**src/rtl/wp_seq_pkg.sv**
```systemverilog
package wp_seq_pkg;

   // Key data bytes; positions in the step table define the sequence order.
   localparam logic [7:0] KB_LEAD  = 8'hAA;
   localparam logic [7:0] KB_SECND = 8'h55;
   localparam logic [7:0] KB_ARM   = 8'hA0;
   localparam logic [7:0] KB_DARM1 = 8'h80;
   localparam logic [7:0] KB_DARM2 = 8'h20;

   // hit index: 0..5 disarm steps, 6 = third arming step
   localparam int N_HIT = 7;

   typedef enum logic [3:0] {
      ST_IDLE,
      ST_K1,
      ST_K2,
      ST_OPEN,
      ST_D3,
      ST_D4,
      ST_D5,
      ST_SHUT,
      ST_PASS,
      ST_BLOCK
   } seq_st_e;

   function automatic logic [7:0] step_byte(input int idx);
      case (idx)
         0, 3:    return KB_LEAD;
         1, 4:    return KB_SECND;
         2:       return KB_DARM1;
         5:       return KB_DARM2;
         default: return KB_ARM;
      endcase
   endfunction

   function automatic bit step_on_hi(input int idx);
      return (idx == 1) || (idx == 4);
   endfunction

endpackage

```
**src/rtl/wp_key_match.sv**
```systemverilog
module wp_key_match
   import wp_seq_pkg::*;
#(
   parameter int ADDR_W = 15,
   parameter int DATA_W = 8,
   parameter logic [ADDR_W-1:0] KEY_ADDR_LO = 15'h5555,
   parameter logic [ADDR_W-1:0] KEY_ADDR_HI = 15'h2AAA
) (
   input  logic [ADDR_W-1:0] wr_addr,
   input  logic [DATA_W-1:0] wr_data,
   output logic [N_HIT-1:0]  hit
);

   for (genvar i = 0; i < N_HIT; i++) begin : g_step
      localparam logic [ADDR_W-1:0] S_ADDR = step_on_hi(i) ? KEY_ADDR_HI : KEY_ADDR_LO;
      localparam logic [DATA_W-1:0] S_DATA = DATA_W'(step_byte(i));
      assign hit[i] = (wr_addr == S_ADDR) && (wr_data == S_DATA);
   end

endmodule

```
**src/rtl/wp_seq_fsm.sv**
```systemverilog
module wp_seq_fsm
   import wp_seq_pkg::*;
(
   input  logic             clk,
   input  logic             rst_n,
   input  logic             wr_stb,
   input  logic [N_HIT-1:0] hit,
   input  logic             page_tmo,
   input  logic             upd_busy,
   input  logic             prot,
   output logic             wr_qual,
   output logic             upd_start,
   output logic             upd_val,
   output logic             seq_rest,
   output logic             seq_idle
);

   seq_st_e st_q, st_d;

   always_ff @(posedge clk or negedge rst_n) begin
      if (!rst_n) st_q <= ST_IDLE;
      else        st_q <= st_d;
   end

   always_comb begin
      st_d      = st_q;
      wr_qual   = 1'b0;
      upd_start = 1'b0;
      upd_val   = 1'b0;
      if (upd_busy) begin
         st_d = ST_IDLE;
      end else if (page_tmo) begin
         st_d = ST_IDLE;
         if (st_q == ST_OPEN) begin
            upd_start = 1'b1;
            upd_val   = 1'b1;
         end else if (st_q == ST_SHUT) begin
            upd_start = 1'b1;
         end
      end else if (wr_stb) begin
         case (st_q)
            ST_IDLE: begin
               if (hit[0]) st_d = ST_K1;
               else begin
                  wr_qual = !prot;
                  st_d    = prot ? ST_BLOCK : ST_PASS;
               end
            end
            ST_K1: begin
               if (hit[1]) st_d = ST_K2;
               else begin
                  wr_qual = !prot;
                  st_d    = prot ? ST_BLOCK : ST_PASS;
               end
            end
            ST_K2: begin
               if (hit[6])      st_d = ST_OPEN;
               else if (hit[2]) st_d = ST_D3;
               else begin
                  wr_qual = !prot;
                  st_d    = prot ? ST_BLOCK : ST_PASS;
               end
            end
            ST_D3, ST_D4, ST_D5: begin
               if (st_q == ST_D3 && hit[3])      st_d = ST_D4;
               else if (st_q == ST_D4 && hit[4]) st_d = ST_D5;
               else if (st_q == ST_D5 && hit[5]) st_d = ST_SHUT;
               else begin
                  wr_qual = !prot;
                  st_d    = prot ? ST_BLOCK : ST_PASS;
               end
            end
            ST_OPEN, ST_PASS: wr_qual = 1'b1;
            default:          wr_qual = 1'b0;
         endcase
      end
   end

   assign seq_idle = (st_q == ST_IDLE);
   assign seq_rest = !upd_busy &&
                     (st_q == ST_IDLE || st_q == ST_PASS || st_q == ST_BLOCK);

endmodule

```
**src/rtl/wp_upd_timer.sv**
```systemverilog
module wp_upd_timer #(
   parameter int TWC_CYCLES = 64
) (
   input  logic clk,
   input  logic rst_n,
   input  logic start,
   input  logic val,
   output logic busy,
   output logic done,
   output logic pend
);

   localparam int CW = $clog2(TWC_CYCLES + 1);

   logic [CW-1:0] cnt_q;

   always_ff @(posedge clk or negedge rst_n) begin
      if (!rst_n) begin
         cnt_q <= '0;
         pend  <= 1'b0;
      end else if (start) begin
         cnt_q <= CW'(TWC_CYCLES);
         pend  <= val;
      end else if (cnt_q != '0) begin
         cnt_q <= cnt_q - CW'(1);
      end
   end

   assign busy = (cnt_q != '0);
   assign done = (cnt_q == CW'(1));

endmodule

```
**src/rtl/wp_prot_cell.sv**
```systemverilog
module wp_prot_cell (
   input  logic clk,
   input  logic load,
   input  logic val,
   output logic prot
);

   // Non-volatile cell model: power-up value only, no reset.
   logic prot_q = 1'b0;

   always_ff @(posedge clk) begin
      if (load) prot_q <= val;
   end

   assign prot = prot_q;

endmodule

```
**src/rtl/wp_seq_guard.sv**
```systemverilog
module wp_seq_guard
   import wp_seq_pkg::*;
#(
   parameter int ADDR_W = 15,
   parameter int DATA_W = 8,
   parameter int TWC_CYCLES = 64,
   parameter logic [ADDR_W-1:0] KEY_ADDR_LO = 15'h5555,
   parameter logic [ADDR_W-1:0] KEY_ADDR_HI = 15'h2AAA
) (
   input  logic              clk,
   input  logic              rst_n,
   input  logic              wr_stb,
   input  logic [ADDR_W-1:0] wr_addr,
   input  logic [DATA_W-1:0] wr_data,
   input  logic              page_tmo,
   output logic              wr_qual,
   output logic              prot_o,
   output logic              upd_req,
   output logic              ready_o
);

   if (DATA_W < 8) begin : g_bad_data_w
      $error("wp_seq_guard: DATA_W must hold a key byte");
   end
   if (TWC_CYCLES < 1) begin : g_bad_twc
      $error("wp_seq_guard: TWC_CYCLES must be at least 1");
   end
   if (KEY_ADDR_LO == KEY_ADDR_HI) begin : g_bad_keys
      $error("wp_seq_guard: key addresses must differ");
   end

   logic [N_HIT-1:0] hit;
   logic upd_busy, upd_done, upd_pend, upd_val;
   logic seq_idle;

   wp_key_match #(
      .ADDR_W     (ADDR_W),
      .DATA_W     (DATA_W),
      .KEY_ADDR_LO(KEY_ADDR_LO),
      .KEY_ADDR_HI(KEY_ADDR_HI)
   ) match_i (
      .wr_addr(wr_addr),
      .wr_data(wr_data),
      .hit    (hit)
   );

   wp_seq_fsm fsm_i (
      .clk      (clk),
      .rst_n    (rst_n),
      .wr_stb   (wr_stb),
      .hit      (hit),
      .page_tmo (page_tmo),
      .upd_busy (upd_busy),
      .prot     (prot_o),
      .wr_qual  (wr_qual),
      .upd_start(upd_req),
      .upd_val  (upd_val),
      .seq_rest (ready_o),
      .seq_idle (seq_idle)
   );

   wp_upd_timer #(.TWC_CYCLES(TWC_CYCLES)) timer_i (
      .clk  (clk),
      .rst_n(rst_n),
      .start(upd_req),
      .val  (upd_val),
      .busy (upd_busy),
      .done (upd_done),
      .pend (upd_pend)
   );

   wp_prot_cell cell_i (
      .clk (clk),
      .load(upd_done),
      .val (upd_pend),
      .prot(prot_o)
   );

endmodule

```
**config.mk**
```make
export PLATFORM = sky130hd
export DESIGN_NAME = wp_seq_guard
export DESIGN_NICKNAME = d
export VERILOG_FILES = /design/src/rtl/wp_seq_pkg.sv /design/src/rtl/wp_key_match.sv /design/src/rtl/wp_seq_fsm.sv /design/src/rtl/wp_upd_timer.sv /design/src/rtl/wp_prot_cell.sv /design/src/rtl/wp_seq_guard.sv
export SDC_FILE = /design/constraint.sdc
export NUM_CORES = 1
export LEC_CHECK = 0
export BUFFER_PORTS_ARGS = -buffer_cell sky130_fd_sc_hd__clkbuf_2
export CAP_MARGIN = 20
export CORE_MARGIN = 2
export CORE_UTILIZATION = 53
export DETAILED_ROUTE_END_ITERATION = 6
export PLACE_DENSITY = 0.87
export SETUP_SLACK_MARGIN = 0.02
export SYNTH_ARGS = -nofsm -noshare
export SYNTH_HDL_FRONTEND = slang
export SYNTH_SLANG_ARGS = --single-unit
```
**constraint.sdc**
```tcl
create_clock -name clk -period 2.7 [get_ports clk]
set_clock_uncertainty 0.1 [all_clocks]
set_input_delay 0 -clock clk [delete_from_list [all_inputs] [get_ports clk]]
set_output_delay 0 -clock clk [all_outputs]
set_load 0.01 [all_outputs]
```
== After elaboration in Yosys (flattened, before gate mapping) ==
Cells that the tools add are included.
Cells by class
  add/subtract/negate cells: 1
  equal/unequal tests: 17
  muxes and demuxes: 32
  reductions and logical operators: 21
Operators by type and width (count)
  two-way mux 4 bit: 10
  == test 8 bit (second input constant): 3
  two-way mux 1 bit: 18
  == test 4 x 3 -> 1 bit (second input constant): 4
  case mux 4 bit (4 select lines): 1
  == test 15 x 14 -> 1 bit (second input constant): 1
  == test 15 bit (second input constant): 1
  two-way mux 7 bit: 2
  logical AND 1 bit: 9
  == test 4 x 2 -> 1 bit (second input constant): 2
  == test 4 bit (second input constant): 2
  == test 8 x 6 -> 1 bit (second input constant): 1
  == test 8 x 7 -> 1 bit (second input constant): 1
  == test 7 x 1 -> 1 bit (second input constant): 1
  nonzero test 7 bit: 1
  subtractor 7 x 1 -> 7 bit (second input constant): 1
  nonzero test 6 bit: 1
  case mux 1 bit (5 select lines): 1
  == test 4 x 1 -> 1 bit (second input constant): 1
  logical NOT 4 bit: 1
  nonzero test 3 bit: 1
  OR reduction 3 bit: 1
  logical NOT 1 bit: 2
  logical OR 1 bit: 2
  other kinds (3): 3
Storage, ports and cells
  bits in registers: 13
  input bits: 27
  output and inout bits: 4
  logic and storage cells: 75

== Logic depth before layout (Yosys ltp) ==
Gate-level depths: netlist (run 1).
  word-level depth: 10
  depth in mapped cells: 7
  depth with buffers taken out: 7

== By module ==
From an unflattened synthesis (run 1), not the netlist that was laid out.
Second synthesis, totals
  cell total of the unflattened synthesis: 146
  area total of the unflattened synthesis: 1241.2 um^2
By module, submodules not included
  wp_seq_fsm: times used 1, cells each 76, area each 526.8 um^2, sequential area each 100.1 um^2
  wp_upd_timer: times used 1, cells each 42, area each 437.9 um^2, sequential area each 200.2 um^2
  wp_key_match: times used 1, cells each 27, area each 246.5 um^2, sequential area each 0.0 um^2
  wp_prot_cell: times used 1, cells each 1, area each 30.0 um^2, sequential area each 30.0 um^2

== Worst setup path after synthesis (run 1) ==
OpenSTA, ideal clock, no wires.
  path kind: register -> register
  from: register timer_i.cnt_q[0]
  to: register fsm_i.st_q[0]
  library setup time: 0.094 ns
  arrival time: 1.863 ns
  data required time: 2.506 ns
  slack: 0.644 ns
  stages on the path, launching flop included: 8
  path buffers: 0
  period minus slack after synthesis: 2.056 ns
  cell sequence: dfrtp_1 inv_1 ha_1 or3b_1 nor3b_2 a31oi_1 o221a_2 a221oi_2
On the way
  longest elaborated chain between the ends: 3
  elaborated cells between the ends (all ways): 5
  those cells by class: mux (1); reduce/logical (4)
Ends and longest elaborated chain
  start: declaration: RTL line wp_upd_timer.sv:15  | logic [CW-1:0] cnt_q;
  start signal: assignment: RTL line wp_upd_timer.sv:22  | cnt_q <= CW'(TWC_CYCLES);
  start signal: assignment: RTL line wp_upd_timer.sv:25  | cnt_q <= cnt_q - CW'(1);
  nonzero test 7 bit (*): RTL line wp_upd_timer.sv:29  | assign busy = (cnt_q != '0);
  nonzero test 6 bit (no source line) / nonzero test 3 bit (equally long branches)
  AND reduction 2 bit (no source line)
  end signal: assignment: RTL line wp_seq_fsm.sv:22  | else st_q <= st_d;
  end: declaration: RTL line wp_seq_fsm.sv:18  | seq_st_e st_q, st_d;
Every way passes the cells marked *; elsewhere a longest branch is shown, timed or not.
A chain may end at the register's enable or synchronous reset.

== Worst setup path in the final report (run 1) ==
  from: register timer_i.cnt_q[1]
  to: output wr_qual
On the way
  longest elaborated chain between the ends: 2
Ends and longest elaborated chain
  nonzero test 7 bit: RTL line wp_upd_timer.sv:29
  two-way mux 1 bit: RTL line wp_seq_fsm.sv:30  | if (upd_busy) begin
  end: declaration: RTL line wp_seq_guard.sv:16  | output logic wr_qual,
No other way between the ends.

==> results of run 1 <==
registers in the layout, indices dropped and copies added (netlist names):
register and cells:
timer_i.pend 1, cell_i.prot 1, timer_i.cnt_q 7, fsm_i.st_q 4
final cells by class:
class | count | share of cell area
tap | 28 | 0.0239
multi-input combinational | 119 | 0.594
timing repair buffer | 33 | 0.121
clock buffer | 4 | 0.0179
inverter | 7 | 0.0179
sequential | 13 | 0.225
metrics by stage:
step                total power [mW]  setup WS [ps]  instances
detailed placement             0.317            442        198
global route                   0.460           94.2        204
floorplan                      0.276            644        145
finish                         0.433            291        204
global placement               0.315            510        198
CTS                            0.436            301        204
cell families (layout without fill, tap and decap cells):
group / after synthesis / count (layout) / synth area share
DFF: 13 / 13 / 0.260
buffers and inverters: 13 / 44 / 0.0532
adders and majority gates: 2 / 2 / 0.0197
xor gates and xnor gates: 2 / 2 / 0.0138
and+or+nand+nor: 77 / 77 / 0.433
AOI/OAI and AO/OA: 36 / 36 / 0.204
muxes: 2 / 2 / 0.0167
report_power, final:
part           switching, mW  internal, mW  total (mW)
registers             0.0135         0.200       0.213
clock network         0.0582        0.0574       0.116
logic                 0.0570        0.0469       0.104
metal layers:
layer | track usage | part of all wire
met2 | 0.417 | 0.46
met1 | 0.349 | 0.45
met5 | 0 | 0
met3 | 0.0537 | 0.075
met4 | 0.0726 | 0.015
placed cells by master, fill, tap and decap left out, types with 2 or more instances in the layout:
cell type                       instances
sky130_fd_sc_hd__a21o_1                 3
sky130_fd_sc_hd__a21oi_1                8
sky130_fd_sc_hd__a31oi_1                5
sky130_fd_sc_hd__and2_2                 2
sky130_fd_sc_hd__and3_1                 3
sky130_fd_sc_hd__and3_2                 2
sky130_fd_sc_hd__and4_2                 2
sky130_fd_sc_hd__clkbuf_2              30
sky130_fd_sc_hd__clkbuf_4               3
sky130_fd_sc_hd__dfrtp_1               12
sky130_fd_sc_hd__dlygate4sd3_1          2
sky130_fd_sc_hd__ha_1                   2
sky130_fd_sc_hd__inv_1                  7
sky130_fd_sc_hd__nand2_1                8
sky130_fd_sc_hd__nand3_1                7
sky130_fd_sc_hd__nand4_1                4
sky130_fd_sc_hd__nor2_1                12
sky130_fd_sc_hd__nor2b_1                2
sky130_fd_sc_hd__nor3_1                 5
sky130_fd_sc_hd__nor4_1                 3
sky130_fd_sc_hd__nor4b_1                2
sky130_fd_sc_hd__nor4bb_1               7
sky130_fd_sc_hd__o211ai_1               3
sky130_fd_sc_hd__o21ai_0                6
worst reg2reg max path: cells and delay by family (launching register included):
family                   cells  cell delay, ps
adder cells (fa/ha/maj)      1             320
AO/OA/AOI/OAI                3             480
AND/OR/NAND/NOR              2             780
flip-flops                   1             400
buffers and inverters        1             120
worst paths after layout:
check	start	endpoint	slack [ps]	cells after the start
max	timer_i.cnt_q[1]	wr_qual	290	7
min	rst_n	timer_i.cnt_q[2]	30	2
max reg2reg	timer_i.cnt_q[1]	fsm_i.st_q[0]	410	7
min reg2reg	timer_i.pend	cell_i.prot	360	0
max in group asynchronous	rst_n	fsm_i.st_q[2]	2240	2
min in group clk	wr_stb	fsm_i.st_q[1]	90	4
==> metrics.txt, run 1 <==
# TYPE chip_impl_metric gauge
chip_impl_metric{name="synthesis.area",unit="mm2"} 0.00127
chip_impl_metric{name="finalWorstPathRequiredPeriod",unit="ps"} 2410
chip_impl_metric{name="seqCellArea",unit="um2"} 330
chip_impl_metric{name="synth.yosys.warnings",unit=""} 0
chip_impl_info{name="min_path_type",value="input port to asynchronous set/reset pin"} 1
chip_impl_metric{name="critical_path.max_stage_delay",unit="ps"} 420
chip_impl_metric{name="number_of_iterations_in_the_first_detailed_routing_pass",unit=""} 5
chip_impl_info{name="synth.largest_area_cell",value="sky130_fd_sc_hd__dfrtp_1"} 1
chip_impl_metric{name="timing.fmax",unit="GHz"} 0.415
chip_impl_metric{name="clkLatencyLatePin",unit="ps"} 280
chip_impl_metric{name="routed_wire_length_per_instance",unit="um"} 14.9
chip_impl_metric{name="core_region_area",unit="mm2"} 0.00223
chip_impl_metric{name="synth_edf_count",unit=""} 1
chip_impl_metric{name="irDropWorstVdd",unit="uV"} 335
chip_impl_metric{name="synth_top_cell_area_share",unit=""} 0.236
chip_impl_info{name="synth.top_cells.by_count",value="sky130_fd_sc_hd__dfrtp_1 (12), sky130_fd_sc_hd__nor2_1 (12), sky130_fd_sc_hd__a21oi_1 (8), sky130_fd_sc_hd__nand2_1 (8)"} 1
chip_impl_metric{name="period_share",unit=""} 0.892
chip_impl_metric{name="synth.yosys.seq_area_share",unit=""} 0.260
chip_impl_metric{name="detailroute.via_count",unit=""} 1305
chip_impl_metric{name="clk_pin_slew",unit="ps"} 70
chip_impl_metric{name="endpoints_failing_setup",unit=""} 0
chip_impl_info{name="critical_path.startpoint_type",value="register"} 1
chip_impl_metric{name="critPathMaxFanout",unit=""} 7
chip_impl_info{name="run_status",value="completed"} 1
chip_impl_metric{name="post-cts-setup-buffer-count",unit=""} 0
chip_impl_metric{name="tightest_slew",unit="ps"} 430
chip_impl_metric{name="grt_max_degree",unit=""} 15
chip_impl_info{name="rsz0062_at_grt",value="no"} 1
chip_impl_metric{name="die_w",unit="um"} 53.0
chip_impl_metric{name="finalCoreUtilization",unit=""} 0.657
chip_impl_metric{name="h-tree-depth",unit=""} 1
chip_impl_metric{name="detailed_place.area",unit="mm2"} 0.00142
chip_impl_info{name="critical_path_endpoint_category",value="primary output"} 1
chip_impl_metric{name="start_util",unit=""} 0.569
chip_impl_metric{name="fin_worst_hold_slack",unit="ps"} 28.7
chip_impl_metric{name="cts_hold_buffers",unit=""} 2
chip_impl_info{name="critical-path-top-delay-family",value="simple AND/OR/NAND/NOR gates"} 1
chip_impl_metric{name="synthesis.nets",unit=""} 174
chip_impl_metric{name="num-nets-final",unit=""} 206
chip_impl_metric{name="top_level_i_o_count",unit=""} 31
chip_impl_metric{name="combined_global_route_utilization_of_all_metal_layers",unit=""} 0.259
chip_impl_metric{name="critPathRequiredTime",unit="ps"} 2600
chip_impl_metric{name="final_hold_viol_count",unit=""} 0
chip_impl_metric{name="synthArstFlopShare",unit=""} 0.923
chip_impl_metric{name="slew_viol_final",unit=""} 0
chip_impl_metric{name="vias_in_the_first_global_route",unit=""} 1239
chip_impl_info{name="synth_flop_cell",value="sky130_fd_sc_hd__dfrtp_1"} 1
chip_impl_metric{name="cts-buffers-inserted",unit=""} 3
chip_impl_info{name="path_cells",value="inv_1 > ha_1 > or3b_1 > nor3b_2 > nand3_1 > a31oi_1 > clkbuf_2"} 1
chip_impl_info{name="tritoncts",value="built"} 1
chip_impl_metric{name="postRouteWirelength",unit="mm"} 3.04
chip_impl_metric{name="rows",unit=""} 17
chip_impl_metric{name="cellLeakagePower",unit="nW"} 0.703
chip_impl_metric{name="antenna_violating_nets_post_route",unit=""} 0
chip_impl_metric{name="ctsResizeCount",unit=""} 0
chip_impl_metric{name="slew_headroom",unit=""} 0.713
chip_impl_metric{name="multi_input_comb_area",unit="um2"} 872
chip_impl_metric{name="synth_cell_type_count",unit=""} 60
chip_impl_metric{name="first_iter_violations",unit=""} 37
chip_impl_metric{name="floorplan.die_area",unit="mm2"} 0.00280
chip_impl_metric{name="grt_first_pass_wirelength",unit="mm"} 5.36
chip_impl_metric{name="route.detailed.drc",unit=""} 0
chip_impl_metric{name="fin_setup_tns",unit="ps"} 0
chip_impl_metric{name="layout.filler_cells",unit=""} 191
chip_impl_metric{name="ffs_latches_synth",unit=""} 13
chip_impl_metric{name="grt_remaining_overflow",unit=""} 0
chip_impl_info{name="critical_path.slowest_cell",value="sky130_fd_sc_hd__or3b_1"} 1
chip_impl_info{name="criticalPathCategory",value="register to primary output"} 1
chip_impl_metric{name="antenna-diode-count",unit=""} 0
chip_impl_metric{name="clock_sinks",unit=""} 13
chip_impl_metric{name="cellPowerDensity",unit="mW/mm2"} 295
chip_impl_metric{name="maxCapViolations",unit=""} 0
chip_impl_metric{name="layout-drive-gt1-share",unit=""} 0.318
chip_impl_metric{name="io_buffers",unit=""} 30
chip_impl_info{name="synth.top_cells.by_area",value="sky130_fd_sc_hd__dfrtp_1 (24%), sky130_fd_sc_hd__nor4bb_1 (5.5%), sky130_fd_sc_hd__nor2_1 (3.5%), sky130_fd_sc_hd__a21oi_1 (3.2%), sky130_fd_sc_hd__nand3_1 (2.8%)"} 1
chip_impl_metric{name="finalInstanceArea",unit="mm2"} 0.00147
chip_impl_metric{name="vias_per_cell",unit=""} 6.40
chip_impl_metric{name="finalWeightedCongestion",unit=""} 0.914
chip_impl_metric{name="area_delta_synth_final",unit="%"} 15.6
chip_impl_metric{name="synthesis.instances",unit=""} 145
chip_impl_info{name="cts.root.buffer_cell",value="sky130_fd_sc_hd__clkbuf_4"} 1
chip_impl_metric{name="hpwlAfterDp",unit="mm"} 2.45
chip_impl_metric{name="mean_syn_cell_area",unit="um2"} 8.76
chip_impl_metric{name="antenna_violations_before_repair",unit=""} 0
chip_impl_metric{name="y_dimension_of_the_die",unit="um"} 53.0
chip_impl_metric{name="timing.critical_path.arrival",unit="ps"} 2310
chip_impl_metric{name="timing.critical_path.buf_inv",unit=""} 2
chip_impl_metric{name="clock_tree_buffer_depth",unit=""} 2
Note: power is estimated with default switching activity, not from simulation.
==> run 2, diff against run 1 <==
- RECOVER_POWER: not set -> 100
==> metrics.txt, run 2 (synthesis results as in run 1) <==
# TYPE chip_impl_metric gauge
chip_impl_info{name="critical_path.startpoint_type",value="register"} 1
chip_impl_metric{name="grtUsageMet3",unit=""} 0.0537
chip_impl_metric{name="cellPowerDensity",unit="mW/mm2"} 299
chip_impl_info{name="critical_path_endpoint_category",value="primary output"} 1
chip_impl_metric{name="clkLatencyLatePin",unit="ps"} 280
chip_impl_metric{name="h-tree-depth",unit=""} 1
chip_impl_info{name="regMostFlops",value="timer_i.cnt_q"} 1
chip_impl_metric{name="cts-buffers-inserted",unit=""} 3
chip_impl_metric{name="antenna-diode-count",unit=""} 0
chip_impl_info{name="top_usage_layer",value="met2"} 1
chip_impl_metric{name="clock_sinks",unit=""} 13
chip_impl_metric{name="layout-drive-gt1-share",unit=""} 0.273
chip_impl_metric{name="core_region_area",unit="mm2"} 0.00223
chip_impl_metric{name="grt_remaining_overflow",unit=""} 0
chip_impl_info{name="layout.cells.most_common_list",value="sky130_fd_sc_hd__clkbuf_2 (25), sky130_fd_sc_hd__nor2_1 (12), sky130_fd_sc_hd__dfrtp_1 (12), sky130_fd_sc_hd__a21oi_1 (8), sky130_fd_sc_hd__nand2_1 (8)"} 1
chip_impl_metric{name="finalWorstPathRequiredPeriod",unit="ps"} 2420
chip_impl_info{name="layout_commonest_cell",value="sky130_fd_sc_hd__clkbuf_2"} 1
chip_impl_metric{name="area_delta_synth_final",unit="%"} 13.1
chip_impl_metric{name="slew_viol_final",unit=""} 0
chip_impl_metric{name="clock_tree_buffer_depth",unit=""} 2
chip_impl_metric{name="route.detailed.drc",unit=""} 0
chip_impl_metric{name="antenna_violating_nets_post_route",unit=""} 0
chip_impl_metric{name="postRouteWirelength",unit="mm"} 3.03
chip_impl_metric{name="groute.layer.met2.usage",unit=""} 0.417
chip_impl_metric{name="critPathRequiredTime",unit="ps"} 2600
chip_impl_metric{name="endpoints_failing_setup",unit=""} 0
chip_impl_info{name="criticalPathCategory",value="register to primary output"} 1
chip_impl_metric{name="finalCoreUtilization",unit=""} 0.643
chip_impl_metric{name="maxCapViolations",unit=""} 0
chip_impl_info{name="path_cells",value="inv_1 > ha_1 > or3b_1 > nor3b_2 > nand3_1 > a31oi_1 > clkbuf_1"} 1
chip_impl_info{name="run_status",value="completed"} 1
chip_impl_metric{name="slew_headroom",unit=""} 0.534
chip_impl_metric{name="cellLeakagePower",unit="nW"} 0.674
chip_impl_metric{name="first_iter_violations",unit=""} 45
chip_impl_metric{name="fin_setup_tns",unit="ps"} 0
chip_impl_metric{name="rows",unit=""} 17
chip_impl_metric{name="grt_max_degree",unit=""} 15
chip_impl_metric{name="start_util",unit=""} 0.569
chip_impl_metric{name="post-cts-setup-buffer-count",unit=""} 0
chip_impl_metric{name="pre_cts_ws",unit="ps"} 442
chip_impl_info{name="rsz0062_at_grt",value="no"} 1
chip_impl_metric{name="routed_wire_length_per_instance",unit="um"} 14.8
chip_impl_metric{name="fin_ws",unit="ps"} 281
chip_impl_info{name="biggestRegsByFlops",value="timer_i.cnt_q: 7 flops, fsm_i.st_q: 4 flops"} 1
chip_impl_metric{name="y_dimension_of_the_die",unit="um"} 53.0
chip_impl_metric{name="final_hold_viol_count",unit=""} 0
chip_impl_metric{name="combined_global_route_utilization_of_all_metal_layers",unit=""} 0.259
chip_impl_metric{name="fin_worst_hold_slack",unit="ps"} 80.6
chip_impl_metric{name="worstSetupPathDepth",unit=""} 7
chip_impl_metric{name="finalWeightedCongestion",unit=""} 0.914
chip_impl_metric{name="detailroute.via_count",unit=""} 1294
chip_impl_info{name="critical-path-top-delay-family",value="simple AND/OR/NAND/NOR gates"} 1
chip_impl_metric{name="hold_path_depth",unit=""} 4
chip_impl_metric{name="grt_first_pass_wirelength",unit="mm"} 5.36
chip_impl_metric{name="timing.critical_path.arrival",unit="ps"} 2320
chip_impl_metric{name="tightest_slew",unit="ps"} 693
chip_impl_info{name="cts.root.buffer_cell",value="sky130_fd_sc_hd__clkbuf_4"} 1
chip_impl_metric{name="vias_in_the_first_global_route",unit=""} 1239
chip_impl_metric{name="io_buffers",unit=""} 30
chip_impl_metric{name="timing.critical_path.buf_inv",unit=""} 2
chip_impl_metric{name="vias_per_cell",unit=""} 6.34
chip_impl_metric{name="hpwlAfterDp",unit="mm"} 2.45
chip_impl_metric{name="worstRegToRegCells",unit=""} 5
chip_impl_metric{name="flip_flop_count_of_the_largest_register_all_copies_and_words_added",unit=""} 7
chip_impl_metric{name="critical_path.max_stage_delay",unit="ps"} 420
chip_impl_info{name="min_path_type",value="input port to register"} 1
chip_impl_metric{name="irDropWorstVdd",unit="uV"} 334
chip_impl_metric{name="period_share",unit=""} 0.896
chip_impl_metric{name="antenna_violations_before_repair",unit=""} 0
chip_impl_metric{name="use_met1",unit=""} 0.349
chip_impl_metric{name="layout.filler_cells",unit=""} 202
chip_impl_metric{name="clk_pin_slew",unit="ps"} 70
chip_impl_metric{name="critPathMaxFanout",unit=""} 7
chip_impl_info{name="tritoncts",value="built"} 1
chip_impl_info{name="critical_path.slowest_cell",value="sky130_fd_sc_hd__or3b_1"} 1
chip_impl_metric{name="number_of_iterations_in_the_first_detailed_routing_pass",unit=""} 4
chip_impl_metric{name="floorplan.die_area",unit="mm2"} 0.00280
chip_impl_metric{name="num-nets-final",unit=""} 206
chip_impl_metric{name="top_level_i_o_count",unit=""} 31
chip_impl_metric{name="die_w",unit="um"} 53.0
chip_impl_metric{name="timing.fmax",unit="GHz"} 0.413
==> run 2: through the flow <==
step | instance area (um2) | cells | total power [mW]
finish | 1440 | 204 | 0.430
CTS | 1470 | 204 | 0.436
detailed placement | 1420 | 198 | 0.317
global route | 1440 | 204 | 0.457
global placement | 1420 | 198 | 0.315
floorplan | 1270 | 145 | 0.276
==> run 2: worst register-to-register path, delay by kind of cell (launching register included) <==
family / cells / cell delay (ps)
flops: 1 / 420
compound gates: 2 / 440
simple gates: 3 / 1290
==> run 2: final cells by class <==
cell class,instances,area (um2),share of cell area
multi-input combinational,119,847,0.590
inverter,7,26.3,0.0183
clock buffer,4,26.3,0.0183
tap,28,35.0,0.0244
timing repair buffer,33,171,0.119
sequential,13,330,0.230
==> run 2: repair_timing <==
item	in CTS	in global routing
endpoints found under the setup margin	0	0
hold buffers	2	0
endpoints found under the hold margin	15	0
resized for setup	0	0
==> run 2: where the power goes <==
part | internal (mW) | switching, mW
registers | 0.200 | 0.0131
logic | 0.0452 | 0.0556
clock network | 0.0574 | 0.0590
==> run 2: worst paths after layout <==
check | startpoint | end | slack (ps)
max | timer_i.cnt_q[1] | wr_qual | 280
min | wr_stb | fsm_i.st_q[0] | 80
min reg2reg | timer_i.pend | cell_i.prot | 360
max reg2reg | timer_i.cnt_q[2] | fsm_i.st_q[2] | 380
max in group asynchronous | rst_n | fsm_i.st_q[2] | 1950
min in group asynchronous | rst_n | timer_i.cnt_q[2] | 140
==> run 2: routing by layer <==
layer,vias up,share of wire
met5,-,0
met4,0,0.016
met3,8,0.058
met2,61,0.46
met1,593,0.47
li1,632,-
==> run 3, diff against run 2 <==
--- a/config.mk
+++ b/config.mk
@@ -6,8 +6,9 @@
 export NUM_CORES = 1
 export LEC_CHECK = 0
+export ABC_AREA = 1
 export BUFFER_PORTS_ARGS = -buffer_cell sky130_fd_sc_hd__clkbuf_2
 export CAP_MARGIN = 20
 export CORE_MARGIN = 2
-export CORE_UTILIZATION = 53
+export CORE_UTILIZATION = 52
 export DETAILED_ROUTE_END_ITERATION = 6
 export PLACE_DENSITY = 0.87
==> constraint.sdc (replaced) <==
create_clock -name clk -period 2.7 [get_ports clk]
set_clock_uncertainty 0.1 [all_clocks]
set_input_delay 0.54 -clock clk [delete_from_list [all_inputs] [get_ports clk]]
set_output_delay 0.54 -clock clk [all_outputs]
set_load 0.01 [all_outputs]
==> metrics.txt, run 3 <==
# TYPE chip_impl_metric gauge
chip_impl_info{name="run_status",value="completed"} 1
chip_impl_metric{name="switching_power",unit="mW"} 0.0844
chip_impl_metric{name="hpwlAfterDp",unit="mm"} 2.00
chip_impl_metric{name="worstRegToRegCells",unit=""} 9
chip_impl_metric{name="grt_max_degree",unit=""} 13
chip_impl_info{name="layout_commonest_cell",value="sky130_fd_sc_hd__nand2_1"} 1
chip_impl_metric{name="y_dimension_of_the_die",unit="um"} 51.0
chip_impl_metric{name="finalWeightedCongestion",unit=""} 0.929
chip_impl_metric{name="critPathRequiredTime",unit="ps"} 2060
chip_impl_metric{name="ffs_latches_synth",unit=""} 13
chip_impl_metric{name="timing.critical_path.arrival",unit="ps"} 1870
chip_impl_metric{name="finalCoreUtilization",unit=""} 0.621
chip_impl_info{name="biggestRegsByFlops",value="timer_i.cnt_q: 7 flops, fsm_i.st_q: 4 flops"} 1
chip_impl_metric{name="fin_setup_tns",unit="ps"} 0
chip_impl_metric{name="cts_hold_buffers",unit=""} 0
chip_impl_info{name="rsz0062_at_grt",value="no"} 1
chip_impl_metric{name="synthMuxAreaShare",unit=""} 0
chip_impl_metric{name="switching_share",unit=""} 0.235
chip_impl_metric{name="synthesis.nets",unit=""} 222
chip_impl_metric{name="antenna_violations_before_repair",unit=""} 0
chip_impl_info{name="synth.largest_area_cell",value="sky130_fd_sc_hd__dfrtp_1"} 1
chip_impl_metric{name="mean_syn_cell_area",unit="um2"} 5.96
chip_impl_info{name="critical_path_endpoint_category",value="primary output"} 1
chip_impl_metric{name="antenna-diode-count",unit=""} 0
chip_impl_info{name="yosys.cell_count.top_type",value="sky130_fd_sc_hd__nand2_1"} 1
chip_impl_info{name="cts.root.buffer_cell",value="sky130_fd_sc_hd__clkbuf_4"} 1
chip_impl_metric{name="vias_in_the_first_global_route",unit=""} 1148
chip_impl_metric{name="ctsResizeCount",unit=""} 0
chip_impl_metric{name="clk_pin_slew",unit="ps"} 70
chip_impl_metric{name="postRouteWirelength",unit="mm"} 2.32
chip_impl_metric{name="critical_path.max_stage_delay",unit="ps"} 380
chip_impl_metric{name="synthArstFlopShare",unit=""} 0.923
chip_impl_info{name="regMostFlops",value="timer_i.cnt_q"} 1
chip_impl_metric{name="clockPowerShare",unit=""} 0.329
chip_impl_metric{name="finalWorstPathRequiredPeriod",unit="ps"} 2510
chip_impl_metric{name="cellLeakagePower",unit="nW"} 0.786
chip_impl_metric{name="pre_cts_ws",unit="ps"} 328
chip_impl_metric{name="synth_cell_type_count",unit=""} 26
chip_impl_metric{name="grt_first_pass_wirelength",unit="mm"} 4.27
chip_impl_info{name="critical_path.slowest_cell",value="sky130_fd_sc_hd__dfrtp_1"} 1
chip_impl_metric{name="synth.yosys.seq_area_share",unit=""} 0.287
chip_impl_metric{name="area_delta_synth_final",unit="%"} 16.1
chip_impl_info{name="synth.top_cells.by_area",value="sky130_fd_sc_hd__dfrtp_1 (26%), sky130_fd_sc_hd__nand2_1 (18%), sky130_fd_sc_hd__nor2_1 (14%), sky130_fd_sc_hd__inv_1 (12%), sky130_fd_sc_hd__nand3_1 (5.7%)"} 1
chip_impl_metric{name="routed_wire_length_per_instance",unit="um"} 9.11
chip_impl_metric{name="floorplan.die_area",unit="mm2"} 0.00260
chip_impl_info{name="synth.top_cells.by_count",value="sky130_fd_sc_hd__nand2_1 (54), sky130_fd_sc_hd__nor2_1 (42), sky130_fd_sc_hd__inv_1 (38)"} 1
chip_impl_metric{name="period_share",unit=""} 0.930
chip_impl_metric{name="critPathMaxFanout",unit=""} 5
chip_impl_metric{name="clock_tree_buffer_depth",unit=""} 2
chip_impl_metric{name="clock_sinks",unit=""} 13
chip_impl_metric{name="timing.reg2reg.setup_slack",unit="ps"} 630
chip_impl_metric{name="timing.fmax",unit="GHz"} 0.398
chip_impl_metric{name="synth_compound_area_frac",unit=""} 0.0718
chip_impl_metric{name="synth_top_cell_area_share",unit=""} 0.261
chip_impl_metric{name="core_region_area",unit="mm2"} 0.00215
chip_impl_metric{name="slew_headroom",unit=""} 0.592
chip_impl_metric{name="detailroute.via_count",unit=""} 1194
chip_impl_info{name="critPathMostFrequentCell",value="sky130_fd_sc_hd__inv_1"} 1
chip_impl_metric{name="top_level_i_o_count",unit=""} 31
chip_impl_metric{name="num-nets-final",unit=""} 257
chip_impl_metric{name="cts-buffers-inserted",unit=""} 3
chip_impl_metric{name="number_of_iterations_in_the_first_detailed_routing_pass",unit=""} 4
chip_impl_metric{name="die_w",unit="um"} 51.0
chip_impl_metric{name="h-tree-depth",unit=""} 1
chip_impl_metric{name="xor_xnor_portion_of_the_synthesized_cell_area",unit=""} 0.0229
chip_impl_info{name="cp-startpoint",value="timer_i.cnt_q[0]"} 1
chip_impl_metric{name="post-cts-setup-buffer-count",unit=""} 0
chip_impl_metric{name="layout-drive-gt1-share",unit=""} 0.159
chip_impl_metric{name="cellPowerDensity",unit="mW/mm2"} 269
chip_impl_metric{name="slew_viol_final",unit=""} 0
chip_impl_info{name="min_path_type",value="input port to asynchronous set/reset pin"} 1
chip_impl_metric{name="synth_simple_gate_area_share",unit=""} 0.461
chip_impl_metric{name="synthesis.instances",unit=""} 193
chip_impl_metric{name="final_hold_viol_count",unit=""} 0
chip_impl_metric{name="synth_edf_count",unit=""} 1
chip_impl_info{name="critical_path.startpoint_type",value="register"} 1
chip_impl_metric{name="total_power",unit="mW"} 0.359
chip_impl_metric{name="yosys.area_share.adder",unit=""} 0.0218
chip_impl_metric{name="fin_ws",unit="ps"} 190
chip_impl_metric{name="io_buffers",unit=""} 30
chip_impl_info{name="worstReg2RegEnd",value="timer_i.cnt_q[5]"} 1
chip_impl_metric{name="maxCapViolations",unit=""} 0
chip_impl_info{name="endpoint",value="ready_o"} 1
chip_impl_info{name="tritoncts",value="built"} 1
chip_impl_metric{name="rows",unit=""} 17
chip_impl_metric{name="route.detailed.drc",unit=""} 0
chip_impl_info{name="regToRegStartpoint",value="timer_i.cnt_q[0]"} 1
chip_impl_info{name="synth_flop_cell",value="sky130_fd_sc_hd__dfrtp_1"} 1
chip_impl_metric{name="flip_flop_count_of_the_largest_register_all_copies_and_words_added",unit=""} 7
chip_impl_metric{name="endpoints_failing_setup",unit=""} 0
chip_impl_metric{name="start_util",unit=""} 0.535
chip_impl_metric{name="combined_global_route_utilization_of_all_metal_layers",unit=""} 0.215
chip_impl_metric{name="synthesis.area",unit="mm2"} 0.00115
chip_impl_info{name="layout.cells.most_common_list",value="sky130_fd_sc_hd__nand2_1 (55), sky130_fd_sc_hd__nor2_1 (43), sky130_fd_sc_hd__inv_1 (38), sky130_fd_sc_hd__clkbuf_2 (27), sky130_fd_sc_hd__nand3_1 (13)"} 1
chip_impl_metric{name="grt_remaining_overflow",unit=""} 0
chip_impl_metric{name="antenna_violating_nets_post_route",unit=""} 0
chip_impl_metric{name="irDropWorstVdd",unit="uV"} 307
chip_impl_info{name="path_cells",value="inv_1 > ha_1 > inv_1 > nor3_2 > nand2_1 > clkinvlp_2 > o2111ai_1 > inv_1 > clkbuf_2"} 1
chip_impl_metric{name="synth.yosys.warnings",unit=""} 0
chip_impl_metric{name="vias_per_cell",unit=""} 4.68
chip_impl_metric{name="tightest_slew",unit="ps"} 612
chip_impl_metric{name="share_comb_of_total_power",unit=""} 0.124
chip_impl_metric{name="clkLatencyLatePin",unit="ps"} 280
chip_impl_info{name="synth_top_family_by_area",value="simple AND/OR/NAND/NOR gates"} 1
chip_impl_metric{name="first_iter_violations",unit=""} 28
chip_impl_metric{name="intPower",unit="mW"} 0.274
chip_impl_info{name="criticalPathCategory",value="register to primary output"} 1
chip_impl_metric{name="share_seq_of_total_power",unit=""} 0.547
## run 3: routing by layer
metal,vias up,GRT usage,part of all wire
met3,5,0.0205,0.038
met2,28,0.392,0.50
met1,506,0.253,0.45
met4,0,0.0946,0.019
met5,-,0,0
li1,655,-,-
## run 3: critical path: cells and delay by family, from the launching register on
family	cells	cell delay (ps)
fa+ha+maj	1	160
simple gates	2	350
compound gates	1	120
buf+inv	5	580
flops	1	380
## run 3: kinds of logic (layout without fill, tap and decap cells)
logic type | Yosys count | after routing
buffers and inverters | 40 | 74
AOI/OAI and AO/OA | 14 | 14
and+or+nand+nor | 121 | 121
DFF | 13 | 13
xor gates and xnor gates | 3 | 3
adders and majority gates | 2 | 2
## run 3: through the flow
step,instances,area (um2),hold WS [ps]
6_report,255,1340,140
5_1_grt,255,1340,183
4_1_cts,255,1360,29.7
3_5_place_dp,251,1340,333
3_3_place_gp,251,1340,327
2_1_floorplan,193,1150,144
## run 3: worst min-delay path by stage
stage               start             to  slack (ps)  depth (start not counted)
detailed placement  rst_n  fsm_i.st_q[0]         330                          1
finish              rst_n  fsm_i.st_q[2]         140                          1
global route        rst_n  fsm_i.st_q[1]         180                          1
CTS                 rst_n  fsm_i.st_q[2]          30                          1
floorplan           rst_n  fsm_i.st_q[0]         140                          0
global placement    rst_n  fsm_i.st_q[0]         330                          1
## run 3: power by group through the flow
| stage | clock network (mW) | logic, mW | registers, mW |
|---|---|---|---|
| floorplan | 0 | 0.0174 | 0.200 |
| global placement | 0 | 0.0454 | 0.200 |
| detailed placement | 0 | 0.0457 | 0.200 |
| CTS | 0.121 | 0.0459 | 0.196 |
| global route | 0.131 | 0.0533 | 0.196 |
| finish | 0.118 | 0.0444 | 0.196 |
## run 3: area by class of cell
class	count	area, um2
well taps	28	35.0
fillers	219	813
multi-input cells	140	644
inverters	40	153
flip-flops and latches	13	330
clock buffers	4	26.3
repair buffers	30	146
